## src/rtl/sbus_pkg.sv

```systemverilog
package sbus_pkg;
  typedef enum logic [2:0] {
    FN_ADD = 3'd0,
    FN_SUB = 3'd1,
    FN_AND = 3'd2,
    FN_OR  = 3'd3,
    FN_XOR = 3'd4
  } alu_fn_e;

  // temp, result and external source follow the general registers
  localparam int unsigned NUM_FIXED_SRC = 3;
endpackage

```

## src/rtl/sbus_reg.sv

```systemverilog
module sbus_reg #(
  parameter int unsigned DATA_W = 16
) (
  input  logic              clk_i,
  input  logic              rst_ni,
  input  logic              ld_i,
  input  logic [DATA_W-1:0] d_i,
  output logic [DATA_W-1:0] q_o
);
  always_ff @(posedge clk_i or negedge rst_ni) begin
    if (!rst_ni)   q_o <= '0;
    else if (ld_i) q_o <= d_i;
  end
endmodule

```

## src/rtl/sbus_bus_mux.sv

```systemverilog
module sbus_bus_mux #(
  parameter int unsigned DATA_W = 16,
  parameter int unsigned NUM_SRC = 7
) (
  input  logic [NUM_SRC-1:0][DATA_W-1:0] src_i,
  input  logic [NUM_SRC-1:0]             oe_i,
  output logic [DATA_W-1:0]              bus_o,
  output logic                           multi_o
);
  localparam int unsigned CNT_W = $clog2(NUM_SRC + 1);

  logic [CNT_W-1:0] n_drv;

  always_comb begin
    bus_o = '0;
    n_drv = '0;
    for (int i = 0; i < NUM_SRC; i++) begin
      if (oe_i[i]) bus_o = bus_o | src_i[i];
      n_drv = n_drv + CNT_W'(oe_i[i]);
    end
  end

  assign multi_o = (n_drv > CNT_W'(1));
endmodule

```

## src/rtl/sbus_alu.sv

```systemverilog
module sbus_alu
  import sbus_pkg::*;
#(
  parameter int unsigned DATA_W = 16
) (
  input  logic [DATA_W-1:0] a_i,
  input  logic [DATA_W-1:0] b_i,
  input  logic [2:0]        fn_i,
  output logic [DATA_W-1:0] res_o
);
  always_comb begin
    unique case (fn_i)
      FN_ADD:  res_o = a_i + b_i;
      FN_SUB:  res_o = a_i - b_i;
      FN_AND:  res_o = a_i & b_i;
      FN_OR:   res_o = a_i | b_i;
      FN_XOR:  res_o = a_i ^ b_i;
      default: res_o = '0;
    endcase
  end
endmodule

```

## src/rtl/sbus_datapath.sv

```systemverilog
module sbus_datapath
  import sbus_pkg::*;
#(
  parameter int unsigned DATA_W  = 16,
  parameter int unsigned NUM_GPR = 4
) (
  input  logic               clk_i,
  input  logic               rst_ni,
  input  logic [NUM_GPR-1:0] gpr_out_i,
  input  logic [NUM_GPR-1:0] gpr_in_i,
  input  logic               tmp_out_i,
  input  logic               tmp_in_i,
  input  logic               res_out_i,
  input  logic               res_in_i,
  input  logic               ext_out_i,
  input  logic [DATA_W-1:0]  ext_data_i,
  input  logic [2:0]         alu_fn_i,
  output logic [DATA_W-1:0]  bus_o,
  output logic               bus_err_o
);
  localparam int unsigned NUM_SRC = NUM_GPR + NUM_FIXED_SRC;
  localparam int unsigned TMP_IDX = NUM_GPR;
  localparam int unsigned RES_IDX = NUM_GPR + 1;
  localparam int unsigned EXT_IDX = NUM_GPR + 2;

  logic [NUM_GPR-1:0][DATA_W-1:0] gpr_q;
  logic [DATA_W-1:0]              tmp_q, res_q, alu_res;
  logic [NUM_SRC-1:0][DATA_W-1:0] src;
  logic [NUM_SRC-1:0]             oe;
  logic                           ld_ok;

  assign oe = {ext_out_i, res_out_i, tmp_out_i, gpr_out_i};

  always_comb begin
    for (int k = 0; k < NUM_GPR; k++) src[k] = gpr_q[k];
    src[TMP_IDX] = tmp_q;
    src[RES_IDX] = res_q;
    src[EXT_IDX] = ext_data_i;
  end

  sbus_bus_mux #(.DATA_W(DATA_W), .NUM_SRC(NUM_SRC)) i_mux (
    .src_i  (src),
    .oe_i   (oe),
    .bus_o  (bus_o),
    .multi_o(bus_err_o)
  );

  // an illegal word must not commit anything
  assign ld_ok = !bus_err_o;

  for (genvar k = 0; k < NUM_GPR; k++) begin : g_gpr
    sbus_reg #(.DATA_W(DATA_W)) i_gpr (
      .clk_i (clk_i),
      .rst_ni(rst_ni),
      .ld_i  (gpr_in_i[k] && ld_ok),
      .d_i   (bus_o),
      .q_o   (gpr_q[k])
    );
  end

  sbus_reg #(.DATA_W(DATA_W)) i_tmp (
    .clk_i (clk_i),
    .rst_ni(rst_ni),
    .ld_i  (tmp_in_i && ld_ok),
    .d_i   (bus_o),
    .q_o   (tmp_q)
  );

  sbus_alu #(.DATA_W(DATA_W)) i_alu (
    .a_i  (tmp_q),
    .b_i  (bus_o),
    .fn_i (alu_fn_i),
    .res_o(alu_res)
  );

  sbus_reg #(.DATA_W(DATA_W)) i_res (
    .clk_i (clk_i),
    .rst_ni(rst_ni),
    .ld_i  (res_in_i && ld_ok),
    .d_i   (alu_res),
    .q_o   (res_q)
  );
endmodule

```

## config.mk

```make
export PLATFORM = sky130hd
export DESIGN_NAME = sbus_datapath
export DESIGN_NICKNAME = d
export VERILOG_FILES = /design/src/rtl/sbus_pkg.sv /design/src/rtl/sbus_reg.sv /design/src/rtl/sbus_bus_mux.sv /design/src/rtl/sbus_alu.sv /design/src/rtl/sbus_datapath.sv
export SDC_FILE = /design/constraint.sdc
export NUM_CORES = 1
export LEC_CHECK = 0
export BUFFER_PORTS_ARGS = -buffer_cell sky130_fd_sc_hd__clkbuf_2
export CAP_MARGIN = 20
export CELL_PAD_IN_SITES_DETAIL_PLACEMENT = 0
export CELL_PAD_IN_SITES_GLOBAL_PLACEMENT = 1
export CORE_ASPECT_RATIO = 1.4
export CORE_MARGIN = 4
export CORE_UTILIZATION = 50
export CTS_CLUSTER_DIAMETER = 50
export DETAILED_ROUTE_END_ITERATION = 12
export PLACE_DENSITY = 0.85
export SLEW_MARGIN = 20
export SYNTH_ARGS = -nofsm -noshare
export SYNTH_HDL_FRONTEND = slang
export SYNTH_SLANG_ARGS = --single-unit
```

## constraint.sdc

```tcl
create_clock -name clk_i -period 7 [get_ports clk_i]
set_input_delay 1.4 -clock clk_i [delete_from_list [all_inputs] [get_ports clk_i]]
set_output_delay 1.4 -clock clk_i [all_outputs]
set_load 0.005 [all_outputs]
```

# After elaboration in Yosys (flattened, before gate mapping)
# Index checks and enable logic that the tools add are counted.
[classes] addsub=8 magnitude_cmp=1 n_eq_ne=4 mux=8 bitwise=9 n_reduce_logical=8
[op_table] operator="$mux W16" n=7
[op_table] operator="$or A16 B16 Y16" n=7
[op_table] operator="$pmux W16 S5" n=1
[op_table] operator="$add A16 B16 Y16" n=1
[op_table] operator="$and A16 B16 Y16" n=1
[op_table] operator="$sub A16 B16 Y16" n=1
[op_table] operator="$xor A16 B16 Y16" n=1
[op_table] operator="$add A3 B1 Y3" n=5
[op_table] operator="$eq A3 B2 Y1 const B" n=2
[op_table] operator="$logic_and A1 B1 Y1" n=6
[op_table] operator="$eq A3 B1 Y1 const B" n=1
[op_table] operator="$eq A3 B3 Y1 const B" n=1
[op_table] operator="$gt A3 B1 Y1 const B" n=1
[op_table] operator="$logic_not A3 Y1" n=1
[op_table] operator="$add A1 B1 Y2" n=1
[op_table] operator="$logic_not A1 Y1" n=1
[totals] regBits=96 inputBits=34 out_inout_bits=17 wordCells=44

# Longest topological paths before layout
[logic_depth] word_depth=15 depth_mapped=19 mapped_depth_nobuf=16

# Cells and area by module
# From an unflattened synthesis, not the netlist that was laid out.
[unflattened] cells_unflattened=586 hier_area_um2=6538.8
[modules_own_cells] module="sbus_reg" n_inst=6 cells_each=34 area_per_inst_um2=649.4 seq_area_each_um2=400.4
[modules_own_cells] module="sbus_alu" n_inst=1 cells_each=288 area_per_inst_um2=1940.6 seq_area_each_um2=0.0
[modules_own_cells] module="sbus_bus_mux" n_inst=1 cells_each=88 area_per_inst_um2=664.4 seq_area_each_um2=0.0
[modules_own_cells] module="sbus_datapath" n_inst=1 cells_each=6 area_per_inst_um2=37.5 seq_area_each_um2=0.0

# Worst setup path after synthesis
# OpenSTA, ideal clock, no wires.
[synth_timing] kind="input port to output port" startpoint="input port gpr_out_i[2]" endpoint="output port bus_err_o" t_arrival_ns=3.759 t_required_ns=5.600 slack_ns=1.841 stages=11 n_path_buf=3 cell_sequence="buf_2 > buf_2 > inv_1 > fa_1 > fa_1 > nand2b_1 > fa_1 > xor2_1 > and2_1 > clkbuf_1 > inv_1"
[synth_between] elab_chain_cells=6
[synth_lines] element="start: declaration" line_no="sbus_datapath.sv:9" source="input logic [NUM_GPR-1:0] gpr_out_i,"
[synth_lines] element="$add A3 B1 Y3 (5 in a row)" line_no="sbus_bus_mux.sv:19" source="n_drv = n_drv + CNT_W'(oe_i[i]);"
[synth_lines] element="$gt A3 B1 Y1" line_no="sbus_bus_mux.sv:23" source="assign multi_o = (n_drv > CNT_W'(1));"
[synth_lines] element="end: declaration" line_no="sbus_datapath.sv:19" source="output logic bus_err_o"
# Every way passes these cells.

# Worst setup path after layout
[layout_timing] startpoint="input port gpr_out_i[0]" endpoint="output port bus_err_o"
[layout_between] elab_chain_cells=7
[layout_lines] element="$add A1 B1 Y2" line_no="sbus_bus_mux.sv:19"
[layout_lines] element="$add A3 B1 Y3 (5 in a row)" line_no="sbus_bus_mux.sv:19"
[layout_lines] element="$gt A3 B1 Y1" line_no="sbus_bus_mux.sv:23"
# Every way passes these cells.

==> results_tabular.tex <==
\begin{tabular}{lr}
\hline
Metric & Value \\
\hline
\multicolumn{2}{l}{\textbf{Detailed routing}} \\
Detailed Route WL & roughly 16000 um \\
Average via count per standard cell & $\sim$5.9 \\
Detailed-route DRC error count & 0 \\
Number of iterations in the first detailed-routing pass & 8 \\
Initial detailed-routing violation count & 414 \\
Count of antenna-violating nets left after detailed routing & 0 \\
Vias & approximately 5100 \\
Routed length per placed instance & 18.6 um \\
\multicolumn{2}{l}{\textbf{Timing}} \\
Max transition margin & between 20\% and 30\% \\
Total count of hold-check failures in the final report & 0 \\
Max Clk Rate & around 180 MHz \\
RSZ-0062 raised after global routing & false \\
Min Tclk post-route & roughly 5600 ps \\
Final-report max-slew violation count & 0 \\
Worst-Margin Slew & 1140 ps \\
Clk\_skew & 6.10 ps \\
Post-Route Setup TNS & 0 ps \\
Period utilization & between 70\% and 80\% \\
Setup-failing EPs final & 0 \\
\multicolumn{2}{l}{\textbf{Floorplanning}} \\
Placeable core area & between 0.01 and 0.015 mm\^{}2 \\
Boundary Pins & a little over 50 \\
FP Rows & 47 \\
Initial core utilization & 51.3\% \\
Width of the die & approximately 100 um \\
Die H & $\sim$140 um \\
Die Footprint & 0.0141 mm\^{}2 \\
\multicolumn{2}{l}{\textbf{Power}} \\
Pwr per Cell Area & roughly 450 mW/mm\^{}2 \\
Clock network power share & between 10\% and 20\% \\
Sequential group share of total power & approximately a third \\
Logic pwr share & a little under half \\
Reported net switching power & around 1.3 mW \\
Leakage power & around 3.2 nW \\
Internal Pwr Total & between 1.5 and 2 mW \\
Design Power & about 3 mW \\
Worst IR drop on VDD & between 0.2 and 0.25 mV \\
Share of total power consumed by net switching & 41.6\% \\
\multicolumn{2}{l}{\textbf{Setup path}} \\
Buf+Inv Stages, Crit Path & 4 \\
Slowest cell delay on critical path & around 490 ps \\
Worst Setup Start Kind & input port \\
Max FO, Critical Path & 17 \\
Cells along the critical path & clkbuf\_2 > ha\_1 > inv\_1 > fa\_1 > fa\_1 > nand2b\_1 > fa\_1 > xor2\_1 > and2\_1 > inv\_1 > clkbuf\_2 \\
Crit path top cell by count & sky130\_fd\_sc\_hd\_\_fa\_1 \\
Top delay family on crit path & adder cells \\
Worst EP required & 5600 ps \\
Data arrival time of the critical path & approximately 4200 ps \\
Setup slack of the most critical reg-to-reg path & 2720 ps \\
Worst path slowest cell & sky130\_fd\_sc\_hd\_\_fa\_1 \\
Number of cells traversed by the worst register-to-register path & 16 \\
RR Endpoint & i\_res.q\_o[14]\$\_DFFE\_PN0P\_ \\
Type of destination of the critical path & primary output \\
R2R Path Start & g\_gpr[0].i\_gpr.q\_o[4]\$\_DFFE\_PN0P\_ \\
Type of the setup path with the least slack & input port to primary output \\
\multicolumn{2}{l}{\textbf{Min path}} \\
Hold crit path type & register to register \\
Sink of the worst hold path & g\_gpr[2].i\_gpr.q\_o[11]\$\_DFFE\_PN0P\_ \\
Hold Path Origin & g\_gpr[2].i\_gpr.q\_o[11]\$\_DFFE\_PN0P\_ \\
Hold Crit Depth & 2 \\
\multicolumn{2}{l}{\textbf{Placement}} \\
Number of I/O port buffers & 50 \\
Total half-perimeter wirelength after legalization and detailed placement & around 12000 um \\
Total instance count after detailed placement & between 800 and 900 \\
Routability cong. & 0.854 \\
\multicolumn{2}{l}{\textbf{Synthesis}} \\
Count of unique library cells instantiated by Yosys & 55 \\
Per-instance average area after synthesis & a little under 9 um\^{}2 \\
Seq cells post-synth & 96 \\
Netlist Area Pre-Place & 0.00612 mm\^{}2 \\
Top flip-flop cell by instance count after synthesis & sky130\_fd\_sc\_hd\_\_dfrtp\_1 \\
Post-synth ARST share & 100\% \\
Synth Instances & about 690 \\
Net count of the mapped netlist & just under 800 \\
Syn. warnings & 0 \\
Share of synthesized area occupied by flip-flops and latches & about two fifths \\
Number of synthesized flops with an enable pin & 0 \\
\multicolumn{2}{l}{\textbf{Layout}} \\
NumNets Final & between 700 and 800 \\
Antenna cells & 0 \\
Count of non-filler cells in the finished layout & 853 \\
Number of filler instances in the final layout & between 1000 and 1500 \\
Area used by multi-input combinational logic & about 0.0032 mm\^{}2 \\
Fraction of layout instances using a drive strength above 1 & between 10 and 15\% \\
Register Area & $\sim$0.0024 mm\^{}2 \\
Synthesis-to-layout area growth & 8.52\% \\
\multicolumn{2}{l}{\textbf{Clocking}} \\
Count of buffers added by post-CTS timing repair for setup & 0 \\
CTS tree & built \\
Num CTS Buffers & 9 \\
Clock input transition at the sequential cells of the worst setup and hold paths & around 60 ps \\
Number of gates resized after cts & 0 \\
Maximum level of the CTS H-tree & 3 \\
Clock Latency Late Sink & $\sim$330 ps \\
Clock tree sinks & 96 \\
Hold-fix buffer count after cts & 0 \\
Number of buffers between clock root and the deepest sink & 2 \\
Root Buffer & sky130\_fd\_sc\_hd\_\_clkbuf\_16 \\
\multicolumn{2}{l}{\textbf{Global routing}} \\
Number of antenna violations at the first check in global routing & 0 \\
GRT Total Usage & about a quarter \\
Vias in the first global route & between 5000 and 6000 \\
Total overflow reported by the global router & 0 \\
Maximum number of pins on one net before global-route repair & 69 \\
First-pass GRT wire length & $\sim$26000 um \\
\multicolumn{2}{l}{\textbf{Job}} \\
Max-cap check violation count & 0 \\
\multicolumn{2}{l}{\textbf{Outcome}} \\
Status & complete, no violations \\
\hline
\end{tabular}
==> synth_stat cells (all sizes together) (2+ instances only) <==
cell type / count / area, um^2
a22o: 2 / 17.5
a21oi: 34 / 170
a41oi: 2 / 36.3
mux2i: 12 / 120
dfrtp: 96 / 2400
a221oi: 2 / 17.5
inv: 55 / 206
and2: 3 / 20.0
fa: 4 / 80.1
and4: 4 / 37.5
nor2: 35 / 131
nand3: 2 / 10.0
nor3: 3 / 15.0
xnor2: 21 / 191
and3: 15 / 93.8
nor4: 3 / 40.0
ha: 51 / 638
xor2: 6 / 52.6
a31oi: 4 / 25.0
nand2: 108 / 405
a21o: 7 / 52.6
clkbuf: 24 / 90.1
a22oi: 30 / 225
a222oi: 25 / 250
buf: 32 / 174
nor2b: 3 / 18.8
o21ai: 94 / 470
==> flip-flops by register name, indices dropped and copies added, names as in the netlist <==
signal and cells:
i_tmp.q_o 16, g_gpr.i_gpr.q_o 64, i_res.q_o 16
==> how the worst max path moves through the flow <==
stage	start	cells past startpoint	to	slack [ps]
after floorplan	gpr_out_i[2]	11	bus_err_o	1840
after global placement	gpr_out_i[0]	11	bus_err_o	1490
after detailed placement	gpr_out_i[2]	17	i_res.q_o[14]$_DFFE_PN0P_	1340
after CTS	gpr_out_i[0]	11	bus_err_o	1410
after global routing	gpr_out_i[0]	11	bus_err_o	1280
final	gpr_out_i[0]	11	bus_err_o	1440
==> area by class of cell <==
class                      count  share of cell area, %
clock buffer                  14                   4.12
clock inverter                 2                  0.904
inverter                      56                   3.16
multi-input combinational    486                   48.9
sequential                    96                   36.1
tap                          147                   2.77
timing repair buffer          52                   4.03
==> worst min-delay path: cells and delay by family (launching register included) <==
kind,cells,cell delay (ps)
AND/OR/NAND/NOR,1,50
flip-flops,1,340
AO/OA/AOI/OAI,1,60
==> layer usage <==
metal	vias up	wire length (um)	track usage [%]
met2	152	7890	38.7
met5	-	0	0
li1	2439	-	-
met4	0	177	5.88
met1	2461	7010	32.9
met3	13	782	2.32
==> per-stage QoR <==
step | setup slack, ps | area, um^2 | util, % | hold slack [ps]
2_1_floorplan | 1840 | 6120 | - | 449
3_3_place_gp | 1490 | 6310 | 52.9 | 461
3_5_place_dp | 1340 | 6310 | 52.9 | 470
4_1_cts | 1410 | 6650 | 55.7 | 484
5_1_grt | 1280 | 6650 | 55.7 | 508
6_report | 1440 | 6650 | 55.7 | 484
==> cell families after synthesis <==
group / after synthesis / synth area share, %
AO/OA/AOI/OAI: 212 / 22.3
adder cells (fa/ha/maj): 55 / 11.7
AND/OR/NAND/NOR: 180 / 13.1
flip-flops: 96 / 39.2
multiplexers: 12 / 1.96
XOR/XNOR: 27 / 3.98
buffers and inverters: 112 / 7.74
==> power by group through the flow <==
stage	combinational, mW	clock, mW	sequential, mW
finish	1.43	0.542	1.04
global route	1.64	0.571	1.07
CTS	1.43	0.549	1.04
detailed placement	1.42	0	1.04
global placement	1.36	0	1.03
floorplan	1.12	0	0.969
==> cell usage in the layout (no fill, tap or decap), types with 3 or more instances in the layout <==
cell type,netlist,routed
sky130_fd_sc_hd__fa_1,4,4
sky130_fd_sc_hd__and3_1,15,15
sky130_fd_sc_hd__and4_1,3,3
sky130_fd_sc_hd__ha_1,51,51
sky130_fd_sc_hd__mux2i_1,12,12
sky130_fd_sc_hd__nor2_1,35,35
sky130_fd_sc_hd__nor3_1,3,3
sky130_fd_sc_hd__clkbuf_16,0,9
sky130_fd_sc_hd__o21ai_0,87,87
sky130_fd_sc_hd__xor2_1,6,6
sky130_fd_sc_hd__xnor2_1,20,20
sky130_fd_sc_hd__inv_2,11,11
sky130_fd_sc_hd__a21oi_1,34,34
sky130_fd_sc_hd__clkbuf_8,0,3
sky130_fd_sc_hd__nand2_1,108,108
sky130_fd_sc_hd__a22oi_1,30,30
sky130_fd_sc_hd__a222oi_1,25,25
sky130_fd_sc_hd__buf_4,4,3
sky130_fd_sc_hd__clkbuf_2,0,49
sky130_fd_sc_hd__inv_1,44,44
sky130_fd_sc_hd__a31oi_1,4,4
sky130_fd_sc_hd__o21ai_1,7,7
sky130_fd_sc_hd__nor2b_1,3,3
sky130_fd_sc_hd__a21o_1,7,7
sky130_fd_sc_hd__dfrtp_1,96,96
Power figures use the tool's default switching activity.
